<file path="config.mk">
export PLATFORM = sky130hd
export DESIGN_NAME = sreg_access_ctl
export DESIGN_NICKNAME = d
export VERILOG_FILES = /design/src/rtl/sreg_pkg.sv /design/src/rtl/sreg_id_match.sv /design/src/rtl/sreg_policy.sv /design/src/rtl/sreg_store.sv /design/src/rtl/sreg_access_ctl.sv
export SDC_FILE = /design/constraint.sdc
export NUM_CORES = 1
export LEC_CHECK = 0
export CORE_MARGIN = 4
export CORE_UTILIZATION = 35
export DETAILED_ROUTE_END_ITERATION = 10
export GPL_TIMING_DRIVEN = 0
export PLACE_DENSITY = 0.75
export REMOVE_ABC_BUFFERS = 1
export SYNTH_ARGS = -nofsm -noshare
export SYNTH_HDL_FRONTEND = slang
export SYNTH_HIERARCHICAL = 1
export SYNTH_SLANG_ARGS = --single-unit
export TNS_END_PERCENT = 100
</file>
<file path="constraint.sdc">
create_clock -name clk -period 3.3 [get_ports clk]
set_clock_uncertainty 0.15 [all_clocks]
set_input_delay 0.66 -clock clk [delete_from_list [all_inputs] [get_ports clk]]
set_output_delay 0.66 -clock clk [all_outputs]
set_load 0.01 [all_outputs]
</file>
<file path="src/rtl/sreg_pkg.sv">
package sreg_pkg;

  typedef enum logic [1:0] {
    RES_ACCESS = 2'd0,
    RES_UNDEF  = 2'd1,
    RES_TRAP   = 2'd2,
    RES_REDIR  = 2'd3
  } res_kind_e;

  typedef struct packed {
    logic [1:0] op0;
    logic [2:0] op1;
    logic [3:0] crn;
    logic [3:0] crm;
    logic [2:0] op2;
  } sreg_id_t;

  localparam sreg_id_t GATED_REG_ID = '{op0: 2'b11, op1: 3'b100, crn: 4'b0001,
                                        crm: 4'b0001, op2: 3'b110};

  localparam logic [1:0] LVL_USER  = 2'd0;
  localparam logic [1:0] LVL_KERN  = 2'd1;
  localparam logic [1:0] LVL_HYP   = 2'd2;
  localparam logic [1:0] LVL_MON   = 2'd3;

endpackage

</file>
<file path="src/rtl/sreg_id_match.sv">
module sreg_id_match
  import sreg_pkg::*;
#(
  parameter sreg_id_t MATCH_ID = GATED_REG_ID
) (
  input  sreg_id_t id,
  output logic     hit
);
  localparam int FIELD_W = $bits(sreg_id_t);
  logic [FIELD_W-1:0] diff;

  assign diff = id ^ MATCH_ID;
  assign hit  = (diff == '0);
endmodule

</file>
<file path="src/rtl/sreg_policy.sv">
module sreg_policy
  import sreg_pkg::*;
#(
  parameter int          CODE_W          = 6,
  parameter int          OFFS_W          = 12,
  parameter logic [CODE_W-1:0] TRAP_CODE = 6'h18,
  parameter logic [OFFS_W-1:0] REDIR_OFFS = 12'h1C8,
  parameter bit          UNDEF_BEATS_MON = 1'b1
) (
  input  logic [1:0]        el,
  input  logic              hyp_en,
  input  logic              nv_base,
  input  logic              nv_ext,
  input  logic              mon_present,
  input  logic              mon_fgt_en,
  input  logic              halted,
  input  logic              sec_dbg_dis,
  output res_kind_e         kind,
  output logic [1:0]        target_el,
  output logic [CODE_W-1:0] code,
  output logic [OFFS_W-1:0] offset
);
  logic halt_forces_undef;
  logic mon_trap_due;

  assign halt_forces_undef = halted & sec_dbg_dis & UNDEF_BEATS_MON;
  assign mon_trap_due      = mon_present & ~mon_fgt_en;

  always_comb begin
    kind      = RES_UNDEF;
    target_el = 2'd0;
    code      = '0;
    offset    = '0;
    unique case (el)
      LVL_USER: kind = RES_UNDEF;
      LVL_KERN: begin
        if (hyp_en && nv_base) begin
          if (nv_ext) begin
            kind   = RES_REDIR;
            offset = REDIR_OFFS;
          end else begin
            kind      = RES_TRAP;
            target_el = LVL_HYP;
            code      = TRAP_CODE;
          end
        end
      end
      LVL_HYP: begin
        if (mon_trap_due) begin
          if (halt_forces_undef) begin
            kind = RES_UNDEF;
          end else begin
            kind      = RES_TRAP;
            target_el = LVL_MON;
            code      = TRAP_CODE;
          end
        end else begin
          kind = RES_ACCESS;
        end
      end
      default: kind = RES_ACCESS;
    endcase
  end
endmodule

</file>
<file path="src/rtl/sreg_store.sv">
module sreg_store #(
  parameter int DATA_W = 64
) (
  input  logic              clk,
  input  logic              rst,
  input  logic              we,
  input  logic [DATA_W-1:0] wdata,
  output logic [DATA_W-1:0] q
);
  logic [DATA_W-1:0] value_q;

  always_ff @(posedge clk) begin
    if (rst) value_q <= '0;
    else if (we) value_q <= wdata;
  end

  assign q = value_q;
endmodule

</file>
<file path="src/rtl/sreg_access_ctl.sv">
module sreg_access_ctl
  import sreg_pkg::*;
#(
  parameter int                DATA_W          = 64,
  parameter int                CODE_W          = 6,
  parameter int                OFFS_W          = 12,
  parameter logic [CODE_W-1:0] TRAP_CODE       = 6'h18,
  parameter logic [OFFS_W-1:0] REDIR_OFFS      = 12'h1C8,
  parameter bit                UNDEF_BEATS_MON = 1'b1
) (
  input  logic              clk,
  input  logic              rst,
  input  logic              req_valid,
  input  logic [1:0]        req_op0,
  input  logic [2:0]        req_op1,
  input  logic [3:0]        req_crn,
  input  logic [3:0]        req_crm,
  input  logic [2:0]        req_op2,
  input  logic              req_write,
  input  logic [1:0]        req_el,
  input  logic [DATA_W-1:0] req_wdata,
  input  logic              hyp_en,
  input  logic              nv_base,
  input  logic              nv_ext,
  input  logic              mon_present,
  input  logic              mon_fgt_en,
  input  logic              halted,
  input  logic              sec_dbg_dis,
  output logic              rsp_valid,
  output logic [1:0]        rsp_kind,
  output logic [1:0]        rsp_target_el,
  output logic [CODE_W-1:0] rsp_code,
  output logic [OFFS_W-1:0] rsp_offset,
  output logic [DATA_W-1:0] rsp_rdata
);
  sreg_id_t          req_id;
  logic              id_hit;
  logic              accept;
  res_kind_e         dec_kind;
  logic [1:0]        dec_target;
  logic [CODE_W-1:0] dec_code;
  logic [OFFS_W-1:0] dec_offset;
  logic              store_we;
  logic [DATA_W-1:0] store_q;

  assign req_id = '{op0: req_op0, op1: req_op1, crn: req_crn, crm: req_crm, op2: req_op2};

  sreg_id_match #(.MATCH_ID(GATED_REG_ID)) u_match (
    .id  (req_id),
    .hit (id_hit)
  );

  sreg_policy #(
    .CODE_W          (CODE_W),
    .OFFS_W          (OFFS_W),
    .TRAP_CODE       (TRAP_CODE),
    .REDIR_OFFS      (REDIR_OFFS),
    .UNDEF_BEATS_MON (UNDEF_BEATS_MON)
  ) u_policy (
    .el          (req_el),
    .hyp_en      (hyp_en),
    .nv_base     (nv_base),
    .nv_ext      (nv_ext),
    .mon_present (mon_present),
    .mon_fgt_en  (mon_fgt_en),
    .halted      (halted),
    .sec_dbg_dis (sec_dbg_dis),
    .kind        (dec_kind),
    .target_el   (dec_target),
    .code        (dec_code),
    .offset      (dec_offset)
  );

  assign accept   = req_valid & id_hit;
  assign store_we = accept & req_write & (dec_kind == RES_ACCESS);

  sreg_store #(.DATA_W(DATA_W)) u_store (
    .clk   (clk),
    .rst   (rst),
    .we    (store_we),
    .wdata (req_wdata),
    .q     (store_q)
  );

  always_ff @(posedge clk) begin
    if (rst) begin
      rsp_valid     <= 1'b0;
      rsp_kind      <= RES_ACCESS;
      rsp_target_el <= 2'd0;
      rsp_code      <= '0;
      rsp_offset    <= '0;
      rsp_rdata     <= '0;
    end else begin
      rsp_valid <= accept;
      if (accept) begin
        rsp_kind      <= dec_kind;
        rsp_target_el <= dec_target;
        rsp_code      <= dec_code;
        rsp_offset    <= dec_offset;
        rsp_rdata     <= (dec_kind == RES_ACCESS && !req_write) ? store_q : '0;
      end
    end
  end
endmodule

</file>
==> impl_metrics.py <==
metrics = {
    "critical_path": {
        "rr_startpoint": "rsp_offset[3]",
        "path_common_cell": "sky130_fd_sc_hd__nor2_1",
        "timing.critical_path.depth": 11,
        "cp_data_required_time_ns": 3.40,
        "crit_path_top_delay_cell": "sky130_fd_sc_hd__clkdlybuf4s50_1",
        "rr_endpoint": "rsp_offset[3]",
        "setup.worst_path.class": "input port to flip-flop",
        "timing.critical_path.to_type": "flip-flop",
        "critical_path_peak_fanout": 41,
        "crit_chain": "clkdlybuf4s50_1, inv_1, ha_1, and3b_1, a31oi_1, a21oi_1, nor2_1, and4_4, buf_16, mux2i_1, nor2_1",
        "worst_path_dominant_cell_family": "simple AND/OR/NAND/NOR gates",
        "regToRegSetupSlack_ns": 2.35,
        "worst_setup_path_start_kind": "input port",
        "reg2reg_depth": 2,
        "critical-path-max-stage-delay_ns": 0.53,
        "worst_ep_arrival_time_ns": 3.30,
        "crit_buf_inv": 3,
    },
    "detailed_routing": {
        "drtAntennaViolNets": 0,
        "drtIter0Drc": 201,
        "drt-met1-wl_um": 6350,
        "avg_wl_per_cell_um": 17.0,
        "remaining_drc_errors": 0,
        "detail_route.vias_per_cell": 4.99,
        "detailroute.wirelength.met2_um": 7500,
        "top_layer": "met4",
        "finalWirelength_um": 15100,
        "route.vias.total": 4439,
        "drt_first_pass_iters": 5,
        "detailroute.wirelength.met3_um": 1150,
    },
    "cts": {
        "cts_inserted_buffers": 17,
        "clock_insertion_delay_worst_skew_ns": 0.40,
        "clk_tree_root_cell": "sky130_fd_sc_hd__clkbuf_16",
        "clock_sinks": 151,
        "tritoncts": "done",
        "clockBufferDepth": 2,
        "clock_input_transition_at_the_sequential_cells_of_the_worst_setup_and_hold_paths_ns": 0.06,
        "ctsHtreeMaxLevel": 4,
    },
    "grt": {
        "first_global_vias": 4545,
        "gr-total-overflow": 0,
        "track_usage_pct": 16.1,
        "grt_max_degree": 89,
        "grt_antenna_before_repair": 0,
        "grt_first_pass_wirelength_um": 23900,
    },
    "worst_hold_path": {
        "holdCritPathClass": "flip-flop to flip-flop",
        "hold_path_startpoint": "rsp_rdata[42]",
        "min_path_cells": 1,
        "holdPathEnd": "rsp_rdata[42]",
    },
    "placement": {
        "placer_congestion_estimate": 0.700,
        "dpl_cell_area_mm2": 0.00751,
        "dp.final_hpwl_um": 10200,
        "number_of_port_buffers": 179,
        "placed_cells_incl_taps": 855,
    },
    "timing": {
        "timing_limited_maximum_frequency_ghz": 0.313,
        "maxSlewHeadroom_pct": 35.6,
        "timing.final.setup_violations": 0,
        "hold_viol": 0,
        "whs_ns": 0.310,
        "finalCriticalPeriod_ns": 3.20,
        "rsz0062_at_grt": "false",
        "worst_pin_slew_ns": 0.966,
        "layout_worst_path_cycle_share_pct": 96.9,
        "timing_max_transition_violations_final": 0,
    },
    "power": {
        "static-leakage-power_nw": 2.83,
        "vdd_ir_drop_max_v": 0.000391,
        "power_per_cell_area_mw_per_mm2": 495,
    },
    "finish": {
        "register_area_mm2": 0.00302,
        "final.fill_count": 1385,
        "area_taken_by_multi_input_logic_gates_mm2": 0.00225,
        "area_delta_synth_final_pct": 43.0,
        "post-route-cell-area_mm2": 0.00815,
        "drive_gt1_share_pct": 8.17,
        "finish.cell_count_without_fillers": 889,
        "nNetsFinal": 757,
        "antenna_cells_inserted": 0,
    },
    "logic_synthesis": {
        "synth-seq-area-share_pct": 53.1,
        "share_of_synthesized_cell_area_in_full_adder_half_adder_and_majority_cells_pct": 0.879,
        "synth.cell_area_mm2": 0.00570,
        "synth-warning-count": 6,
        "netlist.area_leader.share_pct": 53.1,
        "synth_area_per_cell_um2": 11.3,
        "synth_compound_gate_area_share_pct": 17.7,
        "synth_top_family_by_area": "compound AO/OA/AOI/OAI gates",
        "synth-seq-cells": 151,
        "synth.lib_cells_used.distinct": 31,
        "synth_cells": 503,
        "xor_and_xnor_area_share_after_synthesis_pct": 0,
        "yosys-mux-area-fraction_pct": 11.2,
        "synth_area_leaders": "sky130_fd_sc_hd__dfxtp_1, sky130_fd_sc_hd__a32o_1, sky130_fd_sc_hd__mux2i_1",
        "synth_simple_gate_area_share_pct": 8.28,
        "synth_top_area_cell": "sky130_fd_sc_hd__dfxtp_1",
    },
    "floorplanning": {
        "placement_rows": 46,
        "floorplan.die.width_um": 136,
        "initial_core_util_pct": 35.7,
        "die-area_mm2": 0.0184,
        "die_height_um": 136,
        "fp.coreArea_mm2": 0.0159,
        "boundaryPins": 180,
    },
    "job": {
        "cap_violations": 0,
    },
    "outcome": {
        "outcome": "completed",
    },
}
cells by family after synthesis:
| logic type | count (synthesis) |
|---|---|
| multiplexers | 64 |
| AND/OR/NAND/NOR | 102 |
| AO/OA/AOI/OAI | 114 |
| other | 1 |
| flip-flops | 151 |
| buffers and inverters | 67 |
| adder cells (fa/ha/maj) | 4 |
registers in the layout, summed over array words and instances, names as in the netlist:
name	count
u_store/q	64
rsp_valid	1
rsp_rdata	64
rsp_target_el	2
rsp_offset	12
rsp_code	6
rsp_kind	2
report_power, final:
part	switching, mW	leakage, nW	internal (mW)	total [mW]
clock network	0.763	0.296	1.22	1.99
registers	0.00000187	1.22	1.82	1.82
logic	0.0997	1.32	0.121	0.220
cell usage in the layout (no fill, tap or decap), drive strengths merged, types with 4 or more instances in the layout:
master,count
clkbuf,20
nand3,23
a32o,64
mux2i,64
a21bo,22
ha,4
inv,7
clkinv,5
clkdlybuf4s50,177
a21oi,25
nor2,67
buf,12
conb,12
dfxtp,151
synth_stat cells, drive strengths merged:
library cell and instances:
dfxtp 151, nor2 67, a32o 64, mux2i 64
buf 56, a21oi 25, nand3 23, a21bo 22
clkbuf 7, ha 4, inv 4, nand2 3
or4b 3, and3b 2, a31oi 1, and4 1
conb 1, nand4 1, nor3 1, nor4 1
o21a 1, o21ai 1
worst max-delay path by stage:
| stage | from | end | slack (ns) |
|---|---|---|---|
| final | req_el[0] | u_store/q[53] | 0.10 |
| after global placement | req_op1[0] | u_store/q[31] | -4.98 |
| after CTS | req_op1[0] | rsp_rdata[31] | 0.06 |
| after global routing | req_el[0] | u_store/q[1] | 0.02 |
| after detailed placement | req_op1[0] | u_store/q[53] | -0.56 |
| after floorplan | req_op1[0] | u_store/q[0] | -3.04 |
stage by stage:
step,TNS [ns],power [mW],setup slack [ns],utilization [%]
floorplan,-327.71,1.90,-3.04,-
global placement,-616.54,2.05,-4.98,45.9
detailed placement,-42.10,2.08,-0.561,47.1
CTS,0,4.08,0.0550,51.1
global route,0,4.18,0.0206,51.1
finish,0,4.03,0.104,51.1
timing repair:
item,4_1_cts,5_1_grt
hold buffers,0,0
gates resized for setup,0,1
endpoints found under the setup margin,41,38
setup buffers,1,0
cloned,1,0
pin swaps,1,0
metal layers:
layer / vias to the layer above / GRT usage [%]
met5: - / 0
met4: 0 / 4.20
met3: 10 / 5.53
met2: 154 / 27.6
met1: 2153 / 19.4
li1: 2122 / -
area by class of cell:
class / count / share of cell area [%]
timing repair buffer: 189 / 24.2
inverter: 4 / 0.184
multi-input combinational: 297 / 27.6
sequential: 151 / 37.1
clock inverter: 12 / 2.06
tap: 216 / 3.32
clock buffer: 20 / 5.48
No activity file was read; power rests on OpenSTA's default activity.
